### config.mk
export PLATFORM = sky130hd
export DESIGN_NAME = mw_word_reader
export DESIGN_NICKNAME = d
export VERILOG_FILES = /design/src/rtl/mw_pkg.sv /design/src/rtl/mw_ctrl.sv /design/src/rtl/mw_dpath.sv /design/src/rtl/mw_word_reader.sv
export SDC_FILE = /design/constraint.sdc
export NUM_CORES = 1
export LEC_CHECK = 0
export BUFFER_PORTS_ARGS = -buffer_cell sky130_fd_sc_hd__clkbuf_2
export CELL_PAD_IN_SITES_DETAIL_PLACEMENT = 0
export CELL_PAD_IN_SITES_GLOBAL_PLACEMENT = 1
export CORE_MARGIN = 2
export CORE_UTILIZATION = 51
export DETAILED_ROUTE_END_ITERATION = 10
export PLACE_DENSITY_LB_ADDON = 0.1
export SYNTH_ARGS = -nofsm -noshare
export SYNTH_HDL_FRONTEND = slang
export SYNTH_SLANG_ARGS = --single-unit
### constraint.sdc
create_clock -name clk -period 3.6 [get_ports clk]
set_input_delay 0.18 -clock clk [delete_from_list [all_inputs] [get_ports clk]]
set_output_delay 0.18 -clock clk [all_outputs]
set_load 0.005 [all_outputs]
### src/rtl/mw_pkg.sv
package mw_pkg;

  typedef enum logic [1:0] {
    ST_IDLE,
    ST_CMD,
    ST_DATA,
    ST_STOP
  } mw_state_t;

  // strobes from control to datapath
  typedef struct packed {
    logic cmdPhase;   // command bits are on the data-out pin
    logic loadFirst;  // run accepted: address 0, latch count
    logic nextWord;   // advance to the following address
    logic shiftCmd;   // command slot finished
    logic shiftIn;    // data slot finished, take a bit
    logic emit;       // last data bit taken: present the word
    logic finish;     // run completed normally
    logic fail;       // dummy bit was high
  } mw_strobe_t;

endpackage

### src/rtl/mw_ctrl.sv
module mw_ctrl
  import mw_pkg::*;
#(
  parameter int HALF_CYCLES = 200,
  parameter int CMD_W       = 9,
  parameter int DATA_W      = 16
) (
  input  logic       clk,
  input  logic       rst_n,
  input  logic       start,
  input  logic       countZero,
  input  logic       lastWord,
  input  logic       diIn,
  output logic       csOut,
  output logic       sclkOut,
  output logic       busy,
  output mw_strobe_t stb
);

  localparam int TW    = $clog2(HALF_CYCLES + 1);
  localparam int MAXB  = (DATA_W > CMD_W) ? DATA_W : CMD_W;
  localparam int BW    = $clog2(MAXB + 1);

  mw_state_t      state;
  logic [TW-1:0]  timer;
  logic           phaseHigh;
  logic [BW-1:0]  bitCnt;
  logic           halfDone;
  logic           slotEnd;

  assign halfDone = (timer == TW'(HALF_CYCLES - 1));
  assign slotEnd  = halfDone && phaseHigh && (state != ST_IDLE);

  assign csOut   = (state == ST_CMD) || (state == ST_DATA);
  assign sclkOut = phaseHigh;
  assign busy    = (state != ST_IDLE);

  always_comb begin
    stb          = '0;
    stb.cmdPhase = (state == ST_CMD);
    unique case (state)
      ST_IDLE: begin
        if (start) begin
          if (countZero) stb.finish    = 1'b1;
          else           stb.loadFirst = 1'b1;
        end
      end
      ST_CMD: begin
        if (slotEnd) begin
          stb.shiftCmd = 1'b1;
          if ((bitCnt == BW'(CMD_W - 1)) && diIn) stb.fail = 1'b1;
        end
      end
      ST_DATA: begin
        if (slotEnd) begin
          stb.shiftIn = 1'b1;
          if (bitCnt == BW'(DATA_W - 1)) stb.emit = 1'b1;
        end
      end
      ST_STOP: begin
        if (slotEnd) begin
          if (lastWord) stb.finish   = 1'b1;
          else          stb.nextWord = 1'b1;
        end
      end
      default: ;
    endcase
  end

  always_ff @(posedge clk or negedge rst_n) begin
    if (!rst_n) begin
      state     <= ST_IDLE;
      timer     <= '0;
      phaseHigh <= 1'b0;
      bitCnt    <= '0;
    end else if (state == ST_IDLE) begin
      timer     <= '0;
      phaseHigh <= 1'b0;
      bitCnt    <= '0;
      if (stb.loadFirst) state <= ST_CMD;
    end else begin
      if (halfDone) begin
        timer     <= '0;
        phaseHigh <= !phaseHigh;
      end else begin
        timer <= timer + 1'b1;
      end
      if (slotEnd) begin
        unique case (state)
          ST_CMD: begin
            if (bitCnt == BW'(CMD_W - 1)) begin
              bitCnt <= '0;
              state  <= diIn ? ST_IDLE : ST_DATA;
            end else begin
              bitCnt <= bitCnt + 1'b1;
            end
          end
          ST_DATA: begin
            if (bitCnt == BW'(DATA_W - 1)) begin
              bitCnt <= '0;
              state  <= ST_STOP;
            end else begin
              bitCnt <= bitCnt + 1'b1;
            end
          end
          ST_STOP: state <= lastWord ? ST_IDLE : ST_CMD;
          default: state <= ST_IDLE;
        endcase
      end
    end
  end

endmodule

### src/rtl/mw_dpath.sv
module mw_dpath
  import mw_pkg::*;
#(
  parameter int ADDR_W = 6,
  parameter int DATA_W = 16,
  parameter int CMD_W  = 9
) (
  input  logic              clk,
  input  logic              rst_n,
  input  mw_strobe_t        stb,
  input  logic [ADDR_W:0]   wordCount,
  input  logic              diIn,
  output logic              doOut,
  output logic              lastWord,
  output logic              countZero,
  output logic              wordValid,
  output logic [DATA_W-1:0] wordData,
  output logic [ADDR_W-1:0] wordIndex,
  output logic              done,
  output logic              err
);

  localparam logic [2:0] READ_HEAD = 3'b110;  // start bit, read opcode

  logic [CMD_W-1:0]  cmdShift;
  logic [DATA_W-1:0] dataShift;
  logic [ADDR_W-1:0] addr;
  logic [ADDR_W:0]   countReg;
  logic [ADDR_W-1:0] addrNext;

  assign addrNext  = addr + 1'b1;
  assign doOut     = stb.cmdPhase & cmdShift[CMD_W-1];
  assign lastWord  = (({1'b0, addr}) + 1'b1) == countReg;
  assign countZero = (wordCount == '0);

  always_ff @(posedge clk or negedge rst_n) begin
    if (!rst_n) begin
      cmdShift  <= '0;
      dataShift <= '0;
      addr      <= '0;
      countReg  <= '0;
      wordValid <= 1'b0;
      wordData  <= '0;
      wordIndex <= '0;
      done      <= 1'b0;
      err       <= 1'b0;
    end else begin
      wordValid <= stb.emit;
      done      <= stb.finish | stb.fail;
      if (stb.loadFirst) begin
        addr     <= '0;
        countReg <= wordCount;
        cmdShift <= {READ_HEAD, {ADDR_W{1'b0}}};
      end else if (stb.nextWord) begin
        addr     <= addrNext;
        cmdShift <= {READ_HEAD, addrNext};
      end else if (stb.shiftCmd) begin
        cmdShift <= {cmdShift[CMD_W-2:0], 1'b0};
      end
      if (stb.shiftIn) dataShift <= {dataShift[DATA_W-2:0], diIn};
      if (stb.emit) begin
        wordData  <= {dataShift[DATA_W-2:0], diIn};
        wordIndex <= addr;
      end
      if (stb.fail)                        err <= 1'b1;
      else if (stb.loadFirst | stb.finish) err <= 1'b0;
    end
  end

endmodule

### src/rtl/mw_word_reader.sv
module mw_word_reader
  import mw_pkg::*;
#(
  parameter int HALF_CYCLES = 200,
  parameter int ADDR_W      = 6,
  parameter int DATA_W      = 16
) (
  input  logic              clk,
  input  logic              rst_n,
  input  logic              start,
  input  logic [ADDR_W:0]   wordCount,
  input  logic              diIn,
  output logic              csOut,
  output logic              sclkOut,
  output logic              doOut,
  output logic              busy,
  output logic              wordValid,
  output logic [DATA_W-1:0] wordData,
  output logic [ADDR_W-1:0] wordIndex,
  output logic              done,
  output logic              err
);

  localparam int CMD_W = 3 + ADDR_W;

  mw_strobe_t stb;
  logic       lastWord;
  logic       countZero;

  mw_ctrl #(
    .HALF_CYCLES(HALF_CYCLES),
    .CMD_W      (CMD_W),
    .DATA_W     (DATA_W)
  ) u_ctrl (
    .clk      (clk),
    .rst_n    (rst_n),
    .start    (start),
    .countZero(countZero),
    .lastWord (lastWord),
    .diIn     (diIn),
    .csOut    (csOut),
    .sclkOut  (sclkOut),
    .busy     (busy),
    .stb      (stb)
  );

  mw_dpath #(
    .ADDR_W(ADDR_W),
    .DATA_W(DATA_W),
    .CMD_W (CMD_W)
  ) u_dpath (
    .clk      (clk),
    .rst_n    (rst_n),
    .stb      (stb),
    .wordCount(wordCount),
    .diIn     (diIn),
    .doOut    (doOut),
    .lastWord (lastWord),
    .countZero(countZero),
    .wordValid(wordValid),
    .wordData (wordData),
    .wordIndex(wordIndex),
    .done     (done),
    .err      (err)
  );

endmodule

# After elaboration in Yosys (flattened, before gate mapping)

Index checks and enable logic that the tools add are counted.

Bits in registers: 78
Bits in latches: 0
Memory bits (writable): 0
Bits in read-only memories: 0
Input port bits: 11
Output and inout bits: 29
Logic and storage cells: 89
Memories kept: 0

$add $sub $neg: 4
$mul: 0
Div/mod/pow operators: 0
Order comparisons: 0
Equal/unequal tests: 10
Shifts and indexed selects: 0
Muxes and demuxes: 43
Bitwise gates (word level): 3
Reduce and logical (&&, ||, !) cells: 16

Operators by type and width:

| kind                  | count |
|---|---|
| $mux W9               | 3 |
| $mux W1               | 21 |
| $mux W5               | 4 |
| $mux W2               | 8 |
| $mux W8               | 2 |
| $mux W6               | 2 |
| $eq A5 B4 Y1 const B  | 2 |
| $pmux W5 S2           | 1 |
| $reduce_bool A2 Y1    | 5 |
| $add A8 B1 Y8 const B | 1 |
| $eq A8 B8 Y1 const B  | 1 |
| $add A6 B1 Y7 const B | 1 |
| $eq A7 B7 Y1          | 1 |
| $logic_not A7 Y1      | 1 |
| $add A6 B1 Y6 const B | 1 |
| $ne A3 B3 Y1 const B  | 2 |
| $pmux W2 S3           | 1 |
| $reduce_bool A3 Y1    | 2 |
| $add A5 B1 Y5 const B | 1 |
| $eq A2 B2 Y1 const B  | 2 |
| $reduce_and A4 Y1     | 1 |
| $logic_and A1 B1 Y1   | 3 |
| $eq A2 B1 Y1 const B  | 1 |
| $logic_not A2 Y1      | 1 |
| other kinds (7)       | 8 |

# Logic depth before layout (Yosys ltp)

Gate-level depths: netlist of the first run.

Depth after elaboration: 8
Depth in mapped cells: 9
Gate-level depth less buffers: 9

# Hierarchy

Synthesis of the first run repeated with hierarchy kept, for this count alone.

Cell total of the unflattened synthesis: 289
Area, all modules: 3,606.0 µm²

Modules (own cells, without submodules):

| module   | instances | cells each | area each (µm²) | sequential area each (µm²) |
|---|---|---|---|---|
| mw_dpath | 1         | 180        | 2,555.0         | 1,551.5 |
| mw_ctrl  | 1         | 109        | 1,051.0         | 400.4 |

# Least setup slack after synthesis of the first run

Ideal clock, no wire load.

Kind: register -> register
Start: reg u_dpath.addr[0]
End: reg u_dpath.cmdShift[1]
Setup time: 0.136 ns
Arrival time: 1.979 ns
Data required time: 3.464 ns
Path slack: 1.486 ns
Cell stages (with the launch flop): 10
Buffers on the path: 2
Clock period less this slack: 2.114 ns
Cell sequence: dfrtp_1 ha_1 buf_2 nand3_1 or3_1 o311a_1 a31oi_4 buf_6 mux2i_1 nor2_1

Word-level cells in the longest chain between the ends: 7
Elaborated cells on any way between the ends: 9
Those cells by class: add/sub: 2; eq/ne: 1; mux: 5; reduce/logical: 1

RTL lines:

| item                   | line           | RTL |
|---|---|---|
| from (decl)            | mw_dpath.sv:27 | `logic [ADDR_W-1:0] addr;` |
| from (signal assigned) | mw_dpath.sv:55 | `addr <= addrNext;` |
| $add A6 B1 Y7          | mw_dpath.sv:33 | `assign lastWord = (({1'b0, addr}) + 1'b1) == countReg;` |
| $eq A7 B7 Y1           | mw_dpath.sv:33 |  |
| $mux W1                | mw_ctrl.sv:62  | `if (lastWord) stb.finish = 1'b1;` |
| $mux W1                | mw_ctrl.sv:61  | `if (slotEnd) begin` |
| $mux W1                | mw_ctrl.sv:41  | `unique case (state)` |
| $mux W9                | mw_dpath.sv:54 | `end else if (stb.nextWord) begin` |
| $mux W9                | mw_dpath.sv:50 | `if (stb.loadFirst) begin` |
| to (signal assigned)   | mw_dpath.sv:53 | `cmdShift <= {READ_HEAD, {ADDR_W{1'b0}}};` |
| to (signal assigned)   | mw_dpath.sv:56 | `cmdShift <= {READ_HEAD, addrNext};` |
| to (signal assigned)   | mw_dpath.sv:58 | `cmdShift <= {cmdShift[CMD_W-2:0], 1'b0};` |
| to (decl)              | mw_dpath.sv:25 | `logic [CMD_W-1:0] cmdShift;` |

Several ways; a longest one is shown, not always the timed one.
A chain may end at the register's enable or synchronous reset.

# Final worst setup path of the first run

Start: reg u_dpath.addr[0]
End: reg u_dpath.addr[4]

Word-level cells in the longest chain between the ends: 6
Elaborated cells on any way between the ends: 9
Those cells by class: add/sub: 2; eq/ne: 1; mux: 5; reduce/logical: 1

RTL lines:

| item                         | line |
|---|---|
| $add A6 B1 Y7                | mw_dpath.sv:33 |
| $eq A7 B7 Y1                 | mw_dpath.sv:33 |
| $mux W1                      | mw_ctrl.sv:62 |
| $mux W1                      | mw_ctrl.sv:61 |
| $mux W1                      | mw_ctrl.sv:41 |
| $reduce_bool A2 Y1 (no line) | -- |

Several ways; a longest one is shown, not always the timed one. The select of a mux whose other input is x is not followed.

==> Implementation_results.wiki, run 1 <==
{| class="wikitable"
! Metric !! Value
|-
| Clock latency on the worst-skew pair || 0.35 ns
|-
| Tightest slew margin relative to the limit || 35.0%
|-
| Die Height || 90.1 microns
|-
| Unrepaired setup endpoints after global routing || no
|-
| Remaining routing DRC violations || 0
|-
| Number of DRC markers in iteration 0 || 90
|-
| Number of instances in the synthesized netlist || 311
|-
| Die Area || 8110 sq um
|-
| Total congestion overflow || 0
|-
| Slew at the pin closest to its max-slew limit || 0.974 ns
|-
| Post-synth EDFFs || 0
|-
| Estimated wirelength of the detail-placed design || 4730 microns
|-
| Total number of H-tree levels || 3
|-
| Cell Area, Placed || 4040 sq um
|-
| Final standard cell area without fillers || 4260 sq um
|-
| # fillers || 655
|-
| Worst hold-check path type || in2async
|-
| Area inside the core boundary || 7210 sq um
|-
| Post-detailed-route count of antenna-violating nets || 0
|-
| Synth Warn # || 0
|-
| Leakage Power || 2.05 nW
|-
| Via density per instance || 5.38
|-
| Final cell utilization of the core || 59.1%
|-
| Flop and latch count out of synthesis || 78
|-
| Top cells by area, synth || sky130_fd_sc_hd__dfrtp_1, sky130_fd_sc_hd__mux2_2, sky130_fd_sc_hd__ha_1
|-
| Share of the synthesized area in the top cell type || 51.7%
|-
| Maxcap violations || 0
|-
| Time the final worst path needs with I/O delays and setup || 2.59 ns
|-
| Count of standard-cell rows || 31
|-
| WHS || -0.0431 ns
|-
| Kind of start point of the critical path || flip-flop
|-
| Leading post-synthesis cells by instance count || sky130_fd_sc_hd__dfrtp_1, sky130_fd_sc_hd__mux2_2, sky130_fd_sc_hd__nor2_1, sky130_fd_sc_hd__nand2_1, sky130_fd_sc_hd__nand3_1
|-
| Via count of the first global-routing pass || 2,526
|-
| Achievable clock frequency || 387 MHz
|-
| P per Cell Area || 389 nW/um^2
|-
| Hold Fails Final Rpt || 27
|-
| Floorplan die width || 90.1 microns
|-
| Starting density of the core || 52.4%
|-
| Netlist area before placement || 3780 sq um
|-
| Clock transition at the registers of the reported paths || 0.09 ns
|-
| Distinct cell type count of the synthesized netlist || 57
|-
| Number of buffers inserted by post-CTS setup repair || 0
|-
| Placer's final routability congestion estimate || 0.783
|-
| Tcrit/Tclk final || 71.8%
|-
| Number of cells upsized or downsized after cts || 0
|-
| Most frequent cell after synthesis || sky130_fd_sc_hd__dfrtp_1
|-
| Total Negative Setup Slacks || 0 ns
|-
| Seq/Total Area, Yosys || 51.7%
|-
| Number of sinks handled by clock tree synthesis || 78
|-
| Mean cell area of the mapped netlist || 12.1 sq um
|-
| Flip-flop and latch area || 1950 sq um
|-
| Antenna violations before repair || 0
|-
| Failing checks || negative hold slack
|-
| Yosys top cell by area || sky130_fd_sc_hd__dfrtp_1
|-
| Pin count of the biggest net entering global routing || 79
|-
| Total via count after detailed routing || 2,436
|-
| Multi-input gate area || 1700 sq um
|-
| Top Ports || 40
|-
| Result of the run || finished with violations
|-
| Fraction of registers with async set or reset after synthesis || 100%
|-
| Overall fraction of global-route tracks in use || 19.3%
|-
| CP endpoint kind || flip-flop
|-
| Worst EP required || 3.90 ns
|-
| P&R area growth vs syn || 12.9%
|-
| Antenna diode count || 0
|-
| Data arrival at the endpoint of the critical path || 2.89 ns
|-
| Share of layout cells above drive strength 1 || 31.9%
|-
| Number of buffers created by CTS || 9
|-
| Maximum fanout count along the critical path || 21
|-
| Clock Root Buffer || sky130_fd_sc_hd__clkbuf_8
|-
| Setup skew after layout || 0.00996 ns
|-
| Max VDD drop || 0.339 mV
|-
| Worst setup path class || reg2reg
|-
| Clock Path Buffers || 2
|-
| Post-synth top flop || sky130_fd_sc_hd__dfrtp_1
|-
| Routed wirelength normalized by instance count || 15.4 microns
|-
| Detailed-router iteration count before antenna repair || 4
|-
| Global-route wire length before repair || 12,400 microns
|-
| Clock tree from TritonCTS || done
|-
| Routed wire length || 6990 microns
|-
| Number of port buffers || 39
|-
| Max-slew violation count || 0
|-
| Post-Syn Nets || 333
|-
| Quantity of hold-fixing buffers added after cts || 0
|-
| Final setup violation count || 0
|-
| Layout net count || 371
|}
## logic make-up (layout without fill, tap and decap cells)
logic type / count (synthesis) / after routing / share of synthesized area [%]
simple gates: 84 / 84 / 12.9
flops: 78 / 78 / 51.7
compound gates: 43 / 43 / 8.88
mux: 50 / 50 / 14.7
buf+inv: 26 / 69 / 3.38
fa+ha+maj: 11 / 11 / 3.64
xor+xnor: 19 / 19 / 4.77
## critical path, stage by stage (launching register included)
cell,delay [ns]
sky130_fd_sc_hd__dfrtp_1,0.45
sky130_fd_sc_hd__ha_1,0.33
sky130_fd_sc_hd__nand3_1,0.23
sky130_fd_sc_hd__or3_1,0.40
sky130_fd_sc_hd__o311a_1,0.18
sky130_fd_sc_hd__a31oi_4,0.57
sky130_fd_sc_hd__nor3b_2,0.27
sky130_fd_sc_hd__o21a_1,0.12
## final cells by class
class | instances | share of cell area (%)
clock buffers | 9 | 2.90
clock inverters | 7 | 2.46
inverters | 11 | 0.968
multi-input cells | 207 | 39.8
flip-flops and latches | 78 | 45.8
well taps | 99 | 2.90
repair buffers | 42 | 5.16
## power breakdown
group / internal (mW) / switching (mW)
sequential: 0.875 / 0
clock: 0.401 / 0.355
combinational: 0.00456 / 0.0212
## registers in the layout (all words and copies together), names as in the netlist, named ones only
register           flops
u_ctrl.bitCnt          5
u_ctrl.sclkOut         1
u_ctrl.state           1
u_ctrl.timer           8
u_dpath.addr           6
u_dpath.cmdShift       9
u_dpath.countReg       7
u_dpath.dataShift     15
u_dpath.done           1
u_dpath.err            1
u_dpath.wordData      16
u_dpath.wordIndex      6
u_dpath.wordValid      1
## cell usage in the layout, fill, tap and decap left out, drive strengths merged, types with 3 or more instances in the layout
cell and count:
a211oi 8, a21oi 9, and3 7, buf 4
clkbuf 47, dfrtp 78, ha 11, inv 14
mux2 45, mux2i 5, nand2 14, nand2b 3
nand3 13, nand3b 3, nor2 15, nor2b 5
nor3 7, o21ai 6, xnor2 10, xor2 8
## path summary, 6_finish.rpt
| check | slack (ns) | to | cells after the start | start |
|---|---|---|---|---|
| max in group asynchronous | 3.00 | u_dpath.addr[2]$_DFFE_PN0P_ | 1 | rst_n |
| min | -0.04 | u_ctrl.bitCnt[3]$_DFFE_PN0P_ | 1 | rst_n |
| max reg2reg | 1.01 | u_dpath.addr[4]$_DFFE_PN0P_ | 7 | u_dpath.addr[0]$_DFFE_PN0P_ |
| max | 1.01 | u_dpath.addr[4]$_DFFE_PN0P_ | 7 | u_dpath.addr[0]$_DFFE_PN0P_ |
| min reg2reg | 0.50 | u_dpath.cmdShift[8]$_DFFE_PN0P_ | 2 | u_dpath.cmdShift[8]$_DFFE_PN0P_ |
| min in group clk | 0.07 | u_dpath.countReg[2]$_DFFE_PN0P_ | 2 | wordCount[2] |
## stage by stage
stage	setup WS (ns)	hold WS, ns	instances	power [mW]
final	1.01	-0.0431	453	1.66
after global routing	0.775	0.0558	453	1.71
after CTS	1.02	0.00968	453	1.68
after detailed placement	1.03	0.400	437	0.920
after global placement	1.08	0.402	437	0.920
after floorplan	1.49	-0.116	311	0.894
## metal layers
layer,wire length [microns],track usage (%),share of wire (%)
met3,319,5.11,4.6
met1,3380,26.5,48
met4,136,8.08,1.9
met2,3160,29.1,45
met5,0,0,0
(Power assumes the default switching activity.)
==> run 2, diff against run 1 <==
--- a/config.mk
+++ b/config.mk
@@ -5,11 +5,12 @@
 export SDC_FILE = /design/constraint.sdc
 export NUM_CORES = 1
 export LEC_CHECK = 0
+export ABC_AREA = 1
 export BUFFER_PORTS_ARGS = -buffer_cell sky130_fd_sc_hd__clkbuf_2
 export CELL_PAD_IN_SITES_DETAIL_PLACEMENT = 0
 export CELL_PAD_IN_SITES_GLOBAL_PLACEMENT = 1
 export CORE_MARGIN = 2
-export CORE_UTILIZATION = 51
+export CORE_UTILIZATION = 40
 export DETAILED_ROUTE_END_ITERATION = 10
 export PLACE_DENSITY_LB_ADDON = 0.1
 export SYNTH_ARGS = -nofsm -noshare
==> constraint.sdc (replaced) <==
create_clock -name clk -period 2.35 [get_ports clk]
set_input_delay 0.1175 -clock clk [delete_from_list [all_inputs] [get_ports clk]]
set_output_delay 0.1175 -clock clk [all_outputs]
set_load 0.005 [all_outputs]
==> run 2 against run 1 <==
The run now ends clean; clock-buffer cell count up 1; clock skew is 0.0011 ns lower; clock power increased by 52%; first-iteration DRC count grew 53%; synthesized cell count increased by 40%; wire length rose by 12%; cell area increased by 3.9%; sequential cell count unchanged; worst hold slack better by 0.071 ns.
==> Implementation_results.wiki, run 2 <==
{| class="wikitable"
! Metric !! Value
|-
| Final cell count without fillers || 620 (was 453)
|-
| Final cell utilization of the core || 47.9% (was 59.1%)
|-
| Number of buffers created by CTS || 9 (unchanged)
|-
| Number of instances in the synthesized netlist || 436 (was 311)
|-
| Flop and latch count out of synthesis || 78 (unchanged)
|-
| Antenna diode count || 0 (unchanged)
|-
| Slew at the pin closest to its max-slew limit || 0.635 ns (was 0.974 ns)
|-
| Wire length on met3 || 213 microns (was 319 microns)
|-
| Highest routed metal layer || met4 (unchanged)
|-
| CP endpoint kind || flip-flop (unchanged)
|-
| Die Height || 101 microns (was 90.1 microns)
|-
| Area inside the core boundary || 9240 sq um (was 7210 sq um)
|-
| Number of DRC markers in iteration 0 || 138 (was 90)
|-
| Kind of start point of the critical path || flip-flop (unchanged)
|-
| Hold Path Origin || diIn
|-
| Pin count of the biggest net entering global routing || 49 (was 79)
|-
| Distinct cell type count of the synthesized netlist || 36 (was 57)
|-
| Most common cell after layout, fill and taps aside || sky130_fd_sc_hd__nand2_1 (was sky130_fd_sc_hd__dfrtp_1)
|-
| Tightest slew margin relative to the limit || 57.6% (was 35.0%)
|-
| Hold Fails Final Rpt || 0 (was 27)
|-
| Met2 WL || 3410 microns (was 3160 microns)
|-
| Estimated wirelength of the detail-placed design || 5660 microns (was 4730 microns)
|-
| Detailed-router iteration count before antenna repair || 6 (was 4)
|-
| Max-slew violation count || 0 (unchanged)
|-
| Total Negative Setup Slacks || 0 ns (unchanged)
|-
| Total via count after detailed routing || 2,920 (was 2,436)
|-
| Overall fraction of global-route tracks in use || 16.7% (was 19.3%)
|-
| Worst-case setup margin in the final layout || 0.279 ns (was 1.01 ns)
|-
| Max VDD drop || 0.224 mV (was 0.339 mV)
|-
| Worst hold-check path type || in2reg (was in2async)
|-
| Starting density of the core || 41.0% (was 52.4%)
|-
| Worst Hold Depth || 3
|-
| Global-route wire length before repair || 13,400 microns (was 12,400 microns)
|-
| Maxcap violations || 0 (unchanged)
|-
| Number of sinks handled by clock tree synthesis || 78 (unchanged)
|-
| Share of the synthesized area in the top cell type || 51.5% (was 51.7%)
|-
| Setup skew after layout || 0.00884 ns (was 0.00996 ns)
|-
| Kind of cell adding the most delay to the critical path || simple AND/OR/NAND/NOR gates (unchanged)
|-
| Leading post-synthesis cells by instance count || sky130_fd_sc_hd__nand2_1, sky130_fd_sc_hd__dfrtp_1, sky130_fd_sc_hd__inv_1, sky130_fd_sc_hd__o21ai_0, sky130_fd_sc_hd__o21ai_1 (was sky130_fd_sc_hd__dfrtp_1, sky130_fd_sc_hd__mux2_2, sky130_fd_sc_hd__nor2_1, sky130_fd_sc_hd__nand2_1, sky130_fd_sc_hd__nand3_1)
|-
| Worst setup path class || reg2reg (unchanged)
|-
| Placer's final routability congestion estimate || 0.771 (was 0.783)
|-
| Time the final worst path needs with I/O delays and setup || 2.07 ns (was 2.59 ns)
|-
| Clock Path Buffers || 2 (unchanged)
|-
| Top cells by area, synth || sky130_fd_sc_hd__dfrtp_1, sky130_fd_sc_hd__nand2_1, sky130_fd_sc_hd__inv_1 (was sky130_fd_sc_hd__dfrtp_1, sky130_fd_sc_hd__mux2_2, sky130_fd_sc_hd__ha_1)
|-
| Total stage count of the critical path || 13 (was 7)
|-
| Tcrit/Tclk final || 88.1% (was 71.8%)
|-
| Routed wirelength normalized by instance count || 12.6 microns (was 15.4 microns)
|-
| Antenna violations before repair || 0 (unchanged)
|-
| Leakage Power || 2.17 nW (was 2.05 nW)
|-
| Reg-to-reg setup timing slack || 0.28 ns (was 1.01 ns)
|-
| Routed met1 length || 4110 microns (was 3380 microns)
|-
| Floorplan die width || 101 microns (was 90.1 microns)
|-
| CP startpoint || u_dpath.addr[0]$_DFFE_PN0P_ (unchanged)
|-
| Highest-count cells in the layout ignoring fill and taps || sky130_fd_sc_hd__nand2_1, sky130_fd_sc_hd__dfrtp_1, sky130_fd_sc_hd__inv_1 (was sky130_fd_sc_hd__dfrtp_1, sky130_fd_sc_hd__mux2_2, sky130_fd_sc_hd__clkbuf_2)
|-
| Largest register FFs || 16 (unchanged)
|-
| Routed wire length || 7820 microns (was 6990 microns)
|-
| P&R area growth vs syn || 16.8% (was 12.9%)
|-
| Data arrival at the endpoint of the critical path || 2.30 ns (was 2.89 ns)
|-
| Slowest stage delay, CP || 0.43 ns (was 0.57 ns)
|-
| Biggest regs || u_dpath.wordData: 16 flops, u_dpath.dataShift: 15 flops, u_dpath.cmdShift: 9 flops (unchanged)
|-
| Clock Root Buffer || sky130_fd_sc_hd__clkbuf_8 (unchanged)
|-
| Maximum fanout count along the critical path || 11 (was 21)
|-
| Share of layout cells above drive strength 1 || 21.4% (was 31.9%)
|-
| Worst-case reg-to-reg path depth || 13 (was 7)
|-
| Critical Path, Cell by Cell || ha_1 -> xnor2_1 -> nand2_1 -> nor2_2 -> nand2_2 -> nor2_4 -> nand2_4 -> nand2_4 -> nand2_8 -> clkinv_2 -> nand2_4 -> nand2_1 -> nand2_1 (was ha_1 -> nand3_1 -> or3_1 -> o311a_1 -> a31oi_4 -> nor3b_2 -> o21a_1)
|-
| # fillers || 925 (was 655)
|-
| Count of standard-cell rows || 35 (was 31)
|-
| Post-detailed-route count of antenna-violating nets || 0 (unchanged)
|-
| Via density per instance || 4.71 (was 5.38)
|-
| Die Area || 10,300 sq um (was 8110 sq um)
|-
| Total congestion overflow || 0 (unchanged)
|-
| P per Cell Area || 575 nW/um^2 (was 389 nW/um^2)
|-
| Clock tree from TritonCTS || done (unchanged)
|-
| Seq/Total Area, Yosys || 51.5% (was 51.7%)
|-
| Clock latency on the worst-skew pair || 0.34 ns (was 0.35 ns)
|-
| Register containing the most flip-flops in the final layout || u_dpath.wordData (unchanged)
|-
| Unrepaired setup endpoints after global routing || no (unchanged)
|-
| Number of port buffers || 39 (unchanged)
|-
| Via count of the first global-routing pass || 2,805 (was 2,526)
|-
| Number of buffers inserted by post-CTS setup repair || 0 (unchanged)
|-
| Clock transition at the registers of the reported paths || 0.09 ns (about the same)
|-
| Worst EP required || 2.58 ns (was 3.90 ns)
|-
| Top Ports || 40 (unchanged)
|-
| Post-Syn Nets || 458 (was 333)
|-
| Achievable clock frequency || 483 MHz (was 387 MHz)
|-
| Source of the worst register-to-register timing path || u_dpath.addr[0]$_DFFE_PN0P_ (unchanged)
|-
| Remaining routing DRC violations || 0 (unchanged)
|-
| Slowest cell on the critical path || sky130_fd_sc_hd__dfrtp_1 (was sky130_fd_sc_hd__a31oi_4)
|-
| Worst Hold Endpoint || u_dpath.dataShift[0]$_DFFE_PN0P_
|-
| Netlist area before placement || 3790 sq um (was 3780 sq um)
|-
| Synth Warn # || 0 (unchanged)
|-
| Mean cell area of the mapped netlist || 8.70 sq um (was 12.1 sq um)
|-
| Count of buffer and inverter cells on the critical path || 1 (was 0)
|-
| Endpoint of the lowest-slack register-to-register path || u_dpath.cmdShift[3]$_DFFE_PN0P_ (was u_dpath.addr[4]$_DFFE_PN0P_)
|-
| Yosys top cell by area || sky130_fd_sc_hd__dfrtp_1 (unchanged)
|-
| Final setup violation count || 0 (unchanged)
|-
| Post-synth EDFFs || 0 (unchanged)
|-
| Total number of H-tree levels || 3 (unchanged)
|-
| Layout net count || 508 (was 371)
|-
| Post-synth top flop || sky130_fd_sc_hd__dfrtp_1 (unchanged)
|-
| Placed Cells incl. Taps || 597 (was 437)
|-
| Fraction of registers with async set or reset after synthesis || 100% (unchanged)
|-
| Most frequent cell after synthesis || sky130_fd_sc_hd__nand2_1 (was sky130_fd_sc_hd__dfrtp_1)
|-
| Result of the run || completed (was finished with violations)
|-
| Post-place setup slack || 0.203 ns (was 1.03 ns)
|}
==> run 2: layer usage <==
layer	GRT usage, %	vias to the layer above
li1	-	1498
met1	24.1	1364
met2	25.4	49
met3	2.76	9
met4	5.93	0
met5	0	-
==> run 2: cells by family (layout without fill, tap and decap cells) <==
family                     Yosys count  count (layout)  share of synthesized area, %
adders and majority gates           11              11                          3.63
and+or+nand+nor                    195             195                          25.9
buffers and inverters               70             125                          7.92
AOI/OAI and AO/OA                   81              81                          10.8
xor gates and xnor gates             1               1                         0.231
DFF                                 78              78                          51.5
==> run 2: cell type report <==
cell class	instances	area, sq um	area share [%]
clock buffer	10	138	3.11
multi-input combinational	288	1540	34.8
inverter	58	225	5.08
timing repair buffer	51	318	7.18
sequential	78	1950	44.1
tap	129	161	3.64
clock inverter	6	92.6	2.09
==> run 2: how the worst max path moves through the flow <==
| stage | to | slack [ns] |
|---|---|---|
| after global routing | u_dpath.cmdShift[2]$_DFFE_PN0P_ | 0.07 |
| after CTS | u_ctrl.state[0]$_DFFE_PN0P_ | 0.19 |
| after detailed placement | u_ctrl.state[0]$_DFFE_PN0P_ | 0.20 |
| after floorplan | u_dpath.cmdShift[1]$_DFFE_PN0P_ | 0.57 |
| after global placement | u_dpath.cmdShift[3]$_DFFE_PN0P_ | 0.31 |
| final | u_dpath.cmdShift[3]$_DFFE_PN0P_ | 0.28 |
==> run 2: through the flow <==
| stage | hold WS [ns] | area (sq um) | total power, mW |
|---|---|---|---|
| after global routing | 0.0303 | 4430 | 2.65 |
| after detailed placement | 0.191 | 4120 | 1.41 |
| after floorplan | -0.178 | 3790 | 1.37 |
| after global placement | 0.198 | 4120 | 1.41 |
| final | 0.0282 | 4430 | 2.55 |
| after CTS | 0.00302 | 4420 | 2.60 |
==> run 2: power by group <==
| group | switching, mW | leakage, nW | internal, mW |
|---|---|---|---|
| Combinational | 0.0346 | 1.03 | 0.0171 |
| Sequential | 0 | 1.03 | 1.34 |
| Clock | 0.518 | 0.110 | 0.635 |
| Total | 0.553 | 2.17 | 1.99 |
==> run 2: timing repair <==
item,4_1_cts,5_1_grt
hold endpoints to repair,52,0
hold buffers,7,0
setup endpoints to repair,0,3
resized for setup,0,2
==> run 2: tightest hold or removal path, cell delays in order <==
cell,delay (ns)
sky130_fd_sc_hd__clkbuf_2,0.10
sky130_fd_sc_hd__nand2_1,0.05
sky130_fd_sc_hd__o21ai_0,0.06
